### config.mk
export PLATFORM = sky130hd
export DESIGN_NAME = tcp_conn_supervisor
export DESIGN_NICKNAME = d
export VERILOG_FILES = /design/src/rtl/tcpsup_pkg.sv /design/src/rtl/sat_timer.sv /design/src/rtl/try_counter.sv /design/src/rtl/tcp_conn_supervisor.sv
export SDC_FILE = /design/constraint.sdc
export NUM_CORES = 1
export LEC_CHECK = 0
export ABC_AREA = 1
export BUFFER_PORTS_ARGS = -buffer_cell sky130_fd_sc_hd__buf_4
export CAP_MARGIN = 20
export CORE_UTILIZATION = 45
export DETAILED_ROUTE_END_ITERATION = 12
export PLACE_DENSITY = 0.75
export SLEW_MARGIN = 10
export SYNTH_ARGS = -nofsm -noshare
export SYNTH_HDL_FRONTEND = slang
export SYNTH_SLANG_ARGS = --single-unit
### constraint.sdc
create_clock -name clk -period 3.3 [get_ports clk]
set_input_delay 0.165 -clock clk [delete_from_list [all_inputs] [get_ports clk]]
set_output_delay 0.165 -clock clk [all_outputs]
set_load 0.005 [all_outputs]
### src/rtl/tcpsup_pkg.sv
// Shared types for the TCP connection supervisor.
// Assumes: a single clock domain; the codes below are decoded by the segment builder.
package tcpsup_pkg;

    typedef enum logic [2:0] {
        S_IDLE     = 3'd0,
        S_LISTEN   = 3'd1,
        S_SYN_RCVD = 3'd2,
        S_SYN_SENT = 3'd3,
        S_ESTAB    = 3'd4,
        S_CLOSING  = 3'd5
    } conn_state_t;

    typedef enum logic [2:0] {
        CMD_NONE   = 3'd0,
        CMD_SYN    = 3'd1,
        CMD_SYNACK = 3'd2,
        CMD_ACK    = 3'd3,
        CMD_FIN    = 3'd4,
        CMD_RST    = 3'd5,
        CMD_PROBE  = 3'd6,
        CMD_RETX   = 3'd7
    } seg_cmd_t;

endpackage

### src/rtl/sat_timer.sv
// Saturating tick timer.
// Counts up while run is high and stops at LIMIT. done stays high until clr.
// clr has priority over run.
// Assumes: LIMIT >= 1.
module sat_timer #(
    parameter int LIMIT = 10
) (
    input  logic clk,
    input  logic rst_n,
    input  logic clr,
    input  logic run,
    output logic done
);
    localparam int W = $clog2(LIMIT + 1);

    logic [W-1:0] cnt;

    assign done = (cnt == W'(LIMIT));

    // Count ticks, clear on request, hold at the limit.
    always_ff @(posedge clk) begin
        if (!rst_n || clr) begin
            cnt <= '0;
        end else if (run && !done) begin
            cnt <= cnt + 1'b1;
        end
    end
endmodule

### src/rtl/try_counter.sv
// Retry counter.
// Counts issued retries and flags when MAX have been used.
// Saturates at MAX. clr has priority over inc.
// Assumes: MAX >= 1.
module try_counter #(
    parameter int MAX = 5
) (
    input  logic clk,
    input  logic rst_n,
    input  logic clr,
    input  logic inc,
    output logic spent
);
    localparam int W = $clog2(MAX + 1);

    logic [W-1:0] cnt;

    assign spent = (cnt == W'(MAX));

    // Track the number of retries since the last clear.
    always_ff @(posedge clk) begin
        if (!rst_n || clr) begin
            cnt <= '0;
        end else if (inc && !spent) begin
            cnt <= cnt + 1'b1;
        end
    end
endmodule

### src/rtl/tcp_conn_supervisor.sv
// TCP connection supervisor.
// Single-connection life-cycle FSM with a handshake/close deadline, retransmission
// with a retry abort, keepalive probing with its own retry abort, and a delayed pure ACK.
// Assumes: parser events are single-cycle pulses; one command is issued per cycle;
// a timer that expires while a higher-priority command is issued stays expired
// and is served on a later cycle.
module tcp_conn_supervisor
    import tcpsup_pkg::*;
#(
    parameter int CONN_TICKS  = 125_000_000,
    parameter int RETX_TICKS  = 1_250_000,
    parameter int RETX_TRIES  = 5,
    parameter bit KA_EN       = 1'b1,
    parameter int KA_PERIOD   = 625_000_000,
    parameter int KA_INTERVAL = 12_500_000,
    parameter int KA_TRIES    = 5,
    parameter int ACK_TICKS   = 125_000,
    parameter int PORT_W      = 16,
    parameter int ADDR_W      = 32
) (
    input  logic              clk,
    input  logic              rst_n,
    input  logic              req_listen,
    input  logic              req_connect,
    input  logic              req_close,
    input  logic [PORT_W-1:0] loc_port_i,
    input  logic [ADDR_W-1:0] rem_ip_i,
    input  logic [PORT_W-1:0] rem_port_i,
    input  logic              ev_syn,
    input  logic              ev_synack,
    input  logic              ev_ack,
    input  logic              ev_fin,
    input  logic              ev_rst,
    input  logic              ev_data,
    input  logic              seg_unacked,
    output logic              st_idle,
    output logic              st_listening,
    output logic              st_connecting,
    output logic              st_connected,
    output logic              st_disconnecting,
    output logic              cmd_valid,
    output logic [2:0]        cmd_code,
    output logic [PORT_W-1:0] conn_loc_port,
    output logic [ADDR_W-1:0] conn_rem_ip,
    output logic [PORT_W-1:0] conn_rem_port
);
    conn_state_t state_q, nxt;
    seg_cmd_t    cmd_q, cmd_d;
    logic        ack_pend_q, ka_probe_q;
    logic        chg, in_conn, rx_any;
    logic        retx_run, ka_per_run, ka_int_run, ack_run;
    logic        conn_done, retx_done, ka_per_done, ka_int_done, ack_done;
    logic        retx_spent, ka_spent;
    logic        retx_issue, ka_issue, ack_issue;

    assign in_conn    = (state_q == S_SYN_SENT) || (state_q == S_SYN_RCVD) || (state_q == S_CLOSING);
    assign rx_any     = ev_syn | ev_synack | ev_ack | ev_fin | ev_data;
    assign chg        = (nxt != state_q);
    assign retx_run   = in_conn || ((state_q == S_ESTAB) && seg_unacked);
    assign ka_per_run = (state_q == S_ESTAB) && KA_EN && !ka_probe_q;
    assign ka_int_run = (state_q == S_ESTAB) && ka_probe_q;
    assign ack_run    = (state_q == S_ESTAB) && ack_pend_q;

    // Deadline for finishing a handshake or a close.
    sat_timer #(.LIMIT(CONN_TICKS)) u_conn_tmr (
        .clk(clk), .rst_n(rst_n), .clr(!in_conn || chg), .run(in_conn), .done(conn_done));

    // Retransmission interval and retry budget.
    sat_timer #(.LIMIT(RETX_TICKS)) u_retx_tmr (
        .clk(clk), .rst_n(rst_n), .clr(!retx_run || retx_issue || ev_ack || chg),
        .run(retx_run), .done(retx_done));
    try_counter #(.MAX(RETX_TRIES)) u_retx_try (
        .clk(clk), .rst_n(rst_n), .clr(ev_ack || chg || (state_q == S_IDLE)),
        .inc(retx_issue), .spent(retx_spent));

    // Keepalive idle period, probe repeat interval and probe retry budget.
    sat_timer #(.LIMIT(KA_PERIOD)) u_ka_per_tmr (
        .clk(clk), .rst_n(rst_n), .clr(!ka_per_run || rx_any || ka_issue || chg),
        .run(ka_per_run), .done(ka_per_done));
    sat_timer #(.LIMIT(KA_INTERVAL)) u_ka_int_tmr (
        .clk(clk), .rst_n(rst_n), .clr(!ka_int_run || rx_any || ka_issue || chg),
        .run(ka_int_run), .done(ka_int_done));
    try_counter #(.MAX(KA_TRIES)) u_ka_try (
        .clk(clk), .rst_n(rst_n), .clr(rx_any || (state_q != S_ESTAB)),
        .inc(ka_issue && ka_probe_q), .spent(ka_spent));

    // Delayed pure acknowledgement of received data.
    sat_timer #(.LIMIT(ACK_TICKS)) u_ack_tmr (
        .clk(clk), .rst_n(rst_n), .clr(!ack_run || ev_data || ack_issue),
        .run(ack_run), .done(ack_done));

    // Next state and the single command for this cycle, in priority order.
    always_comb begin
        nxt        = state_q;
        cmd_d      = CMD_NONE;
        retx_issue = 1'b0;
        ka_issue   = 1'b0;
        ack_issue  = 1'b0;
        case (state_q)
            S_IDLE: begin
                if (req_connect) begin
                    nxt   = S_SYN_SENT;
                    cmd_d = CMD_SYN;
                end else if (req_listen) begin
                    nxt = S_LISTEN;
                end
            end
            S_LISTEN: begin
                if (ev_rst) begin
                    nxt = S_IDLE;
                end else if (ev_syn) begin
                    nxt   = S_SYN_RCVD;
                    cmd_d = CMD_SYNACK;
                end
            end
            S_SYN_RCVD, S_SYN_SENT, S_CLOSING: begin
                if (ev_rst) begin
                    nxt = S_IDLE;
                end else if (state_q == S_SYN_RCVD && ev_ack) begin
                    nxt = S_ESTAB;
                end else if (state_q == S_SYN_SENT && ev_synack) begin
                    nxt   = S_ESTAB;
                    cmd_d = CMD_ACK;
                end else if (state_q == S_CLOSING && ev_fin) begin
                    nxt   = S_IDLE;
                    cmd_d = CMD_ACK;
                end else if (state_q == S_CLOSING && ev_ack) begin
                    nxt = S_IDLE;
                end else if (conn_done) begin
                    nxt   = S_IDLE;
                    cmd_d = CMD_RST;
                end else if (retx_done && !ev_ack) begin
                    if (retx_spent) begin
                        nxt   = S_IDLE;
                        cmd_d = CMD_RST;
                    end else begin
                        cmd_d      = CMD_RETX;
                        retx_issue = 1'b1;
                    end
                end
            end
            S_ESTAB: begin
                if (ev_rst) begin
                    nxt = S_IDLE;
                end else if (ev_fin || req_close) begin
                    nxt   = S_CLOSING;
                    cmd_d = CMD_FIN;
                end else if (retx_done && !ev_ack) begin
                    if (retx_spent) begin
                        nxt   = S_IDLE;
                        cmd_d = CMD_RST;
                    end else begin
                        cmd_d      = CMD_RETX;
                        retx_issue = 1'b1;
                    end
                end else if (!rx_any && !ka_probe_q && ka_per_done) begin
                    cmd_d    = CMD_PROBE;
                    ka_issue = 1'b1;
                end else if (!rx_any && ka_int_done) begin
                    if (ka_spent) begin
                        nxt   = S_IDLE;
                        cmd_d = CMD_RST;
                    end else begin
                        cmd_d    = CMD_PROBE;
                        ka_issue = 1'b1;
                    end
                end else if (ack_done && !ev_data) begin
                    cmd_d     = CMD_ACK;
                    ack_issue = 1'b1;
                end
            end
            default: nxt = S_IDLE;
        endcase
    end

    // State, command strobe and per-connection flags.
    always_ff @(posedge clk) begin
        if (!rst_n) begin
            state_q    <= S_IDLE;
            cmd_q      <= CMD_NONE;
            ack_pend_q <= 1'b0;
            ka_probe_q <= 1'b0;
        end else begin
            state_q <= nxt;
            cmd_q   <= cmd_d;
            if (nxt != S_ESTAB)  ack_pend_q <= 1'b0;
            else if (ev_data)    ack_pend_q <= 1'b1;
            else if (ack_issue)  ack_pend_q <= 1'b0;
            if (nxt != S_ESTAB || rx_any) ka_probe_q <= 1'b0;
            else if (ka_issue)            ka_probe_q <= 1'b1;
        end
    end

    // Latch the connection endpoints when an open is accepted.
    always_ff @(posedge clk) begin
        if (!rst_n) begin
            conn_loc_port <= '0;
            conn_rem_ip   <= '0;
            conn_rem_port <= '0;
        end else if (state_q == S_IDLE && req_connect) begin
            conn_loc_port <= loc_port_i;
            conn_rem_ip   <= rem_ip_i;
            conn_rem_port <= rem_port_i;
        end else if (state_q == S_IDLE && req_listen) begin
            conn_loc_port <= loc_port_i;
            conn_rem_ip   <= '0;
            conn_rem_port <= '0;
        end
    end

    assign st_idle          = (state_q == S_IDLE);
    assign st_listening     = (state_q == S_LISTEN);
    assign st_connecting    = (state_q == S_SYN_SENT) || (state_q == S_SYN_RCVD);
    assign st_connected     = (state_q == S_ESTAB);
    assign st_disconnecting = (state_q == S_CLOSING);
    assign cmd_valid        = (cmd_q != CMD_NONE);
    assign cmd_code         = cmd_q;
endmodule


Yosys cells after proc, flatten, opt, wreduce, memory -nomap -nowiden. Cells that the tools add are included.

Bits of input ports: 76. Register bits: 197.

Eq/ne operators: 15. Add/subtract/negate cells: 7. Reductions and logical operators: 74. Mux-type cells: 71. Bitwise gates (word level): 5.

Operator list (count): $mux 3 (30); $mux 16 (4); $mux 32 (2); $add 30x1->30 const B (1); $eq 30x30->1 const B (1); $add 27x1->27 const B (1); $eq 27x27->1 const B (1); $logic_or 1x1->1 (27); $mux 1 (27); $add 24x1->24 const B (1); $eq 24x24->1 const B (1); $pmux 3 s4 (2); $logic_and 1x1->1 (23); $add 21x1->21 const B (1); $eq 21x21->1 const B (1); $add 17x1->17 const B (1); $eq 17x17->1 const B (1); $logic_not 1->1 (17); $eq 3x3->1 const B (4); $mux 2 (5); $add 3x1->3 const B (2); $eq 3x2->1 const B (2); $ne 3x3->1 const B (2); $or 1x1->1 (4); other kinds (9) (11).

Logic depth before layout (Yosys ltp).
Word-level depth: 16. Mapped depth: 19. Mapped depth without buffers: 18.

Hierarchy. A second synthesis with hierarchy kept.

Cells, all modules: 1829. Area total of the unflattened synthesis: 11647.4 um^2.

By module, submodules not included: tcp_conn_supervisor (area an instance 3098.0 um^2, cells each 445, sequential area each 1441.4 um^2, instances 1); sat_timer (u_ka_per_tmr) (area an instance 2144.6 um^2, cells each 371, sequential area each 600.6 um^2, instances 1); sat_timer (u_conn_tmr) (area an instance 1994.4 um^2, cells each 316, sequential area each 540.5 um^2, instances 1); sat_timer (u_ka_int_tmr) (area an instance 1590.3 um^2, cells each 257, sequential area each 480.5 um^2, instances 1); sat_timer (u_retx_tmr) (area an instance 1440.1 um^2, cells each 222, sequential area each 420.4 um^2, instances 1); sat_timer (u_ack_tmr) (area an instance 1037.2 um^2, cells each 166, sequential area each 340.3 um^2, instances 1); try_counter (area an instance 171.4 um^2, cells each 26, sequential area each 60.1 um^2, instances 2).

Worst setup path before layout. No wires, ideal clock.

Path kind: flip-flop to flip-flop. Start: register u_retx_tmr.cnt[0]. End: register u_ka_int_tmr.cnt[10]. Cell stages (with the launch flop): 17. Arrival: 2.074 ns. Path slack: 1.161 ns. Clock period less this slack: 2.139 ns. Setup time: 0.064 ns. Path through: dfxtp_1 -> inv_1 -> ha_1 -> nand2_1 -> nand3b_1 -> nor2_1 -> nand3_1 -> nand4_1 -> nand3_1 -> nand2_1 -> nand2_1 -> nand2_1 -> nand3_1 -> nor2_4 -> nand3_2 -> buf_2 -> nor2_1.

Cells in the longest elaborated chain, start to end: 13. Elaborated cells on any way between the ends: 21.

RTL lines: start: declaration (RTL line sat_timer.sv:16) `logic [W-1:0] cnt;`; start signal: assignment (RTL line sat_timer.sv:25) `cnt <= cnt + 1'b1;`; $eq 21x21->1 (*) (RTL line sat_timer.sv:18) `assign done = (cnt == W'(LIMIT));`; $logic_and 1x1->1 (*) (RTL line tcp_conn_supervisor.sv:132, tcp_conn_supervisor.sv:148); $mux 3 (RTL line tcp_conn_supervisor.sv:132) `end else if (retx_done && !ev_ack) begin`; $mux 3 (RTL line tcp_conn_supervisor.sv:129) `end else if (conn_done) begin`; $mux 3 (RTL line tcp_conn_supervisor.sv:127) `end else if (state_q == S_CLOSING && ev_ack) begin`; $mux 3 (RTL line tcp_conn_supervisor.sv:124) `end else if (state_q == S_CLOSING && ev_fin) begin`; $mux 3 (RTL line tcp_conn_supervisor.sv:121) `end else if (state_q == S_SYN_SENT && ev_synack) begin`; $mux 3 (RTL line tcp_conn_supervisor.sv:119) `end else if (state_q == S_SYN_RCVD && ev_ack) begin`; $mux 3 (RTL line tcp_conn_supervisor.sv:117) `if (ev_rst) begin`; $pmux 3 s4 (RTL line tcp_conn_supervisor.sv:99) `case (state_q)`; $ne 3x3->1 (RTL line tcp_conn_supervisor.sv:58) `assign chg = (nxt != state_q);`; $logic_or 1x1->1 (*) (RTL line tcp_conn_supervisor.sv:81) `.clk(clk), .rst_n(rst_n), .clr(!ka_int_run || rx_any || ka_issue || chg),`; $logic_or 1x1->1 (*) (RTL line sat_timer.sv:22) `if (!rst_n || clr) begin`; end signal: assignment (RTL line sat_timer.sv:25); end: declaration (RTL line sat_timer.sv:16).

Every way passes the cells marked *; elsewhere a longest branch is shown, timed or not. A chain may end at the register's enable or synchronous reset.

Worst setup path in the final report.
Start: register state_q[0]. End: register u_retx_tmr.cnt[20].

Cells in the longest elaborated chain, start to end: 12. Elaborated cells on any way between the ends: 47.

RTL lines: start: declaration (RTL line tcp_conn_supervisor.sv:47) `conn_state_t state_q, nxt;`; start signal: assignment (RTL line tcp_conn_supervisor.sv:184) `state_q <= nxt;`; $mux 3 or $eq 3x3->1 (tied branches); $mux 3 or $logic_and 1x1->1 (tied branches) (RTL line tcp_conn_supervisor.sv:132, tcp_conn_supervisor.sv:127); $mux 3 or $mux 1 (tied branches) (RTL line tcp_conn_supervisor.sv:129, tcp_conn_supervisor.sv:127); $mux 3 or $mux 1 (tied branches) (RTL line tcp_conn_supervisor.sv:127, tcp_conn_supervisor.sv:124); $mux 3 or $mux 1 (tied branches) (RTL line tcp_conn_supervisor.sv:124, tcp_conn_supervisor.sv:121); $mux 3 or $mux 1 (tied branches) (RTL line tcp_conn_supervisor.sv:121, tcp_conn_supervisor.sv:119); $mux 3 or $mux 1 (tied branches) (RTL line tcp_conn_supervisor.sv:119, tcp_conn_supervisor.sv:117); $mux 3 or $pmux 1 s2 (tied branches) (RTL line tcp_conn_supervisor.sv:117, tcp_conn_supervisor.sv:99); $pmux 3 s4 or $logic_or 1x1->1 (tied branches) (RTL line tcp_conn_supervisor.sv:99, tcp_conn_supervisor.sv:70); $ne 3x3->1 or $logic_or 1x1->1 (tied branches) (RTL line tcp_conn_supervisor.sv:58, tcp_conn_supervisor.sv:70); $logic_or 1x1->1 (RTL line tcp_conn_supervisor.sv:70) `.clk(clk), .rst_n(rst_n), .clr(!retx_run || retx_issue || ev_ack || chg),`; $logic_or 1x1->1 (RTL line sat_timer.sv:22).

Parallel ways exist; a longest one is shown, timed or not.

==> impl_metrics.ini <==
[timing]
fin_crit_ns = 2.80
finalCritPeriodShare_pct = 84.8
slew_viol_final = 0
slew_headroom_pct = 49.3
rsz0062_at_grt = no
worstMarginPinSlew_ns = 0.760
setup_viol = 0
setup_ws_ns = 0.500
tns_ns = 0
finalHoldViolations = 0
max_freq_ghz = 0.357
skew_ns = 0.0156

[detailed_routing]
avgViaCountPerCell = 4.95
via_count = 9468
drt_iter0_drc = 595
drc = 0
wl_um = 24900
detail-route-antenna-nets = 0
wire_per_inst_um = 13.0
dr.pass1.iters = 5

[grt]
track_usage_pct = 22.7
grt_antenna_before_repair = 0
grt_first_pass_wirelength_um = 41100
grt_overflow = 0
grt_pass1_vias = 8986
grt_max_degree = 69

[pwr]
powerDensity_nw_per_um2 = 420
vdd.ir_drop.worst_mv = 0.272
p_leak_uw = 0.00468

[logic_synthesis]
synth_seq_cells = 197
yosysTopAreaCellShare_pct = 39.8
yosys_warnings = 0
synth_most_common_cell = nand2_1
synth_cells = 1437
synthTopCellsByArea = dfxtp_1 (40%), nand2_1 (11%), nor2_1 (8.1%)
synth-main-ff-cell = dfxtp_1
synthesis.nets = 1527
synth_cell_types = 44
synth_edf_count = 0
synthesis.area_um2 = 9900
synth_top_area_cell = dfxtp_1
synth-seq-area-share_pct = 39.8
synth_area_per_cell_um2 = 6.89
synth_common_cells = nand2_1 (291), nor2_1 (214), inv_1 (210)
synthArstFlopShare_pct = 0

[floorplan]
start_util_pct = 46.5
ios = 149
dieArea_um2 = 22600
rows = 53
core_area_um2 = 21300
die_width_um = 150
die_y_um = 150

[outcome]
status = finished clean

[critical_path]
critPathKind = reg -> reg
cp.buffers_inverters = 1
crit_top_cell = nand2_1
cp-start-kind = flop
crit_fanout = 20
crit_chain = nand2_1 -> nor2_4 -> nor2_2 -> inv_2 -> nand2_1 -> nor2_1 -> nand2_1 -> nand2_1 -> nand3_1 -> a21oi_1 -> nand3_1 -> nor2_4 -> nand2_1 -> nor2_1
cp_slowest_cell = dfxtp_1
max_stage_delay_ns = 0.52
end_kind = flop
crit_family = simple AND/OR/NAND/NOR gates
critical_path_arrival_ns = 3.17
cp.required_ns = 3.67

[cts]
cts_setup_buffers = 0
clock_latency_ns = 0.45
root_buffer = clkbuf_16
htree_levels = 4
cts_sinks = 197
clkTransAtPathRegs_ns = 0.08
cts_hold_buf = 56
cts-resized-gates = 0
cts_buffer_depth = 2
cts_buffers = 17
cts_tree = yes

[final_layout]
area_delta_synth_final_pct = 25.0
nets = 1714
layout-drive-gt1-share_pct = 12.8
antenna_cells = 0

[job]
cap_viol_max_count = 0

[min_path]
min_path_type = in -> reg

[placed_design]
place_ws_ns = 0.503
portBuffers = 148
place_congestion = 0.902
dpl.hpwl_um = 17100
-- tightest hold or removal path, cell delays in order --
cell     delay, ns
buf_4         0.11
nand3_1       0.07
a21oi_1       0.07
-- power by group --
group | leakage, uW | switching [uW] | internal (uW) | total [uW]
Clock | 0.000281 | 1040 | 1020 | 2060
Combinational | 0.00281 | 351 | 285 | 636
Sequential | 0.00160 | 50.5 | 2450 | 2500
-- cells by family (layout without fill, tap and decap cells) --
logic type	Yosys count	in the layout	share of synthesized area (%)
xor gates and xnor gates	101	101	8.94
and+or+nand+nor	741	741	32.8
AOI/OAI and AO/OA	126	126	6.74
buffers and inverters	258	458	9.95
adders and majority gates	14	14	1.77
DFF	197	197	39.8
-- routing by layer --
layer	global-route usage (%)	part of all wire, %	vias to the layer above
met5	0	0	-
met4	8.94	1.9	0
met3	5.33	6.6	39
met2	39.0	48	277
met1	27.1	44	4247
li1	-	-	4905
-- cell type report --
cell class	count	area, um2
inverter	218	818
timing repair buffer	208	1700
fill	1912	8910
clock inverter	14	159
multi-input combinational	982	4980
sequential	197	3940
clock buffer	18	429
tap	275	344
-- cell usage in the layout (no fill, tap or decap), drive strengths merged, types with 2 or more instances in the layout --
cell type	synthesis	layout
dlygate4sd3	0	56
nor4	18	18
nor2	220	220
nand4	37	37
a21oi	86	86
o21ai	25	25
clkbuf	28	18
or2	2	2
clkinv	2	7
nand3	114	114
and3	2	2
ha	14	14
nor3b	3	3
buf	12	152
a31oi	6	6
inv	216	224
dfxtp	197	197
xnor2	20	20
nand2	293	293
xor2	81	81
nor3	49	49
-- path summary, 6_finish.rpt --
path / from / endpoint / slack [ns] / depth (start not counted)
worst max-delay path: state_q[0]$_SDFF_PN0_ / u_retx_tmr.cnt[20]$_SDFFE_PP0P_ / 0.50 / 14
worst min-delay path: rem_port_i[12] / conn_rem_port[12]$_SDFFE_PN0P_ / 0.02 / 3
worst max register to register: state_q[0]$_SDFF_PN0_ / u_retx_tmr.cnt[20]$_SDFFE_PP0P_ / 0.50 / 14
worst min register to register: conn_rem_port[3]$_SDFFE_PN0P_ / conn_rem_port[3]$_SDFFE_PN0P_ / 0.47 / 2
-- flip-flops by register name, indices dropped and copies added, names as in the netlist --
name,cells
u_conn_tmr.cnt,27
u_ka_try.cnt,3
ack_pend_q,1
u_ka_per_tmr.cnt,30
u_ka_int_tmr.cnt,24
u_retx_try.cnt,3
ka_probe_q,1
conn_rem_port,16
cmd_code,3
state_q,3
conn_loc_port,16
u_retx_tmr.cnt,21
u_ack_tmr.cnt,17
conn_rem_ip,32
-- per-stage QoR --
step           utilization [%]  area, um2  hold slack (ns)  total power (uW)  cells
2_1_floorplan                -       9900            0.243              2840   1437
3_3_place_gp              52.7      11200            0.409              3120   1824
3_5_place_dp              52.7      11200            0.411              3120   1824
6_report                  58.1      12400           0.0200              5190   1912
4_1_cts                   58.1      12400          0.00486              5220   1912
5_1_grt                   58.1      12400           0.0126              5390   1912
(Power assumes the default switching activity.)
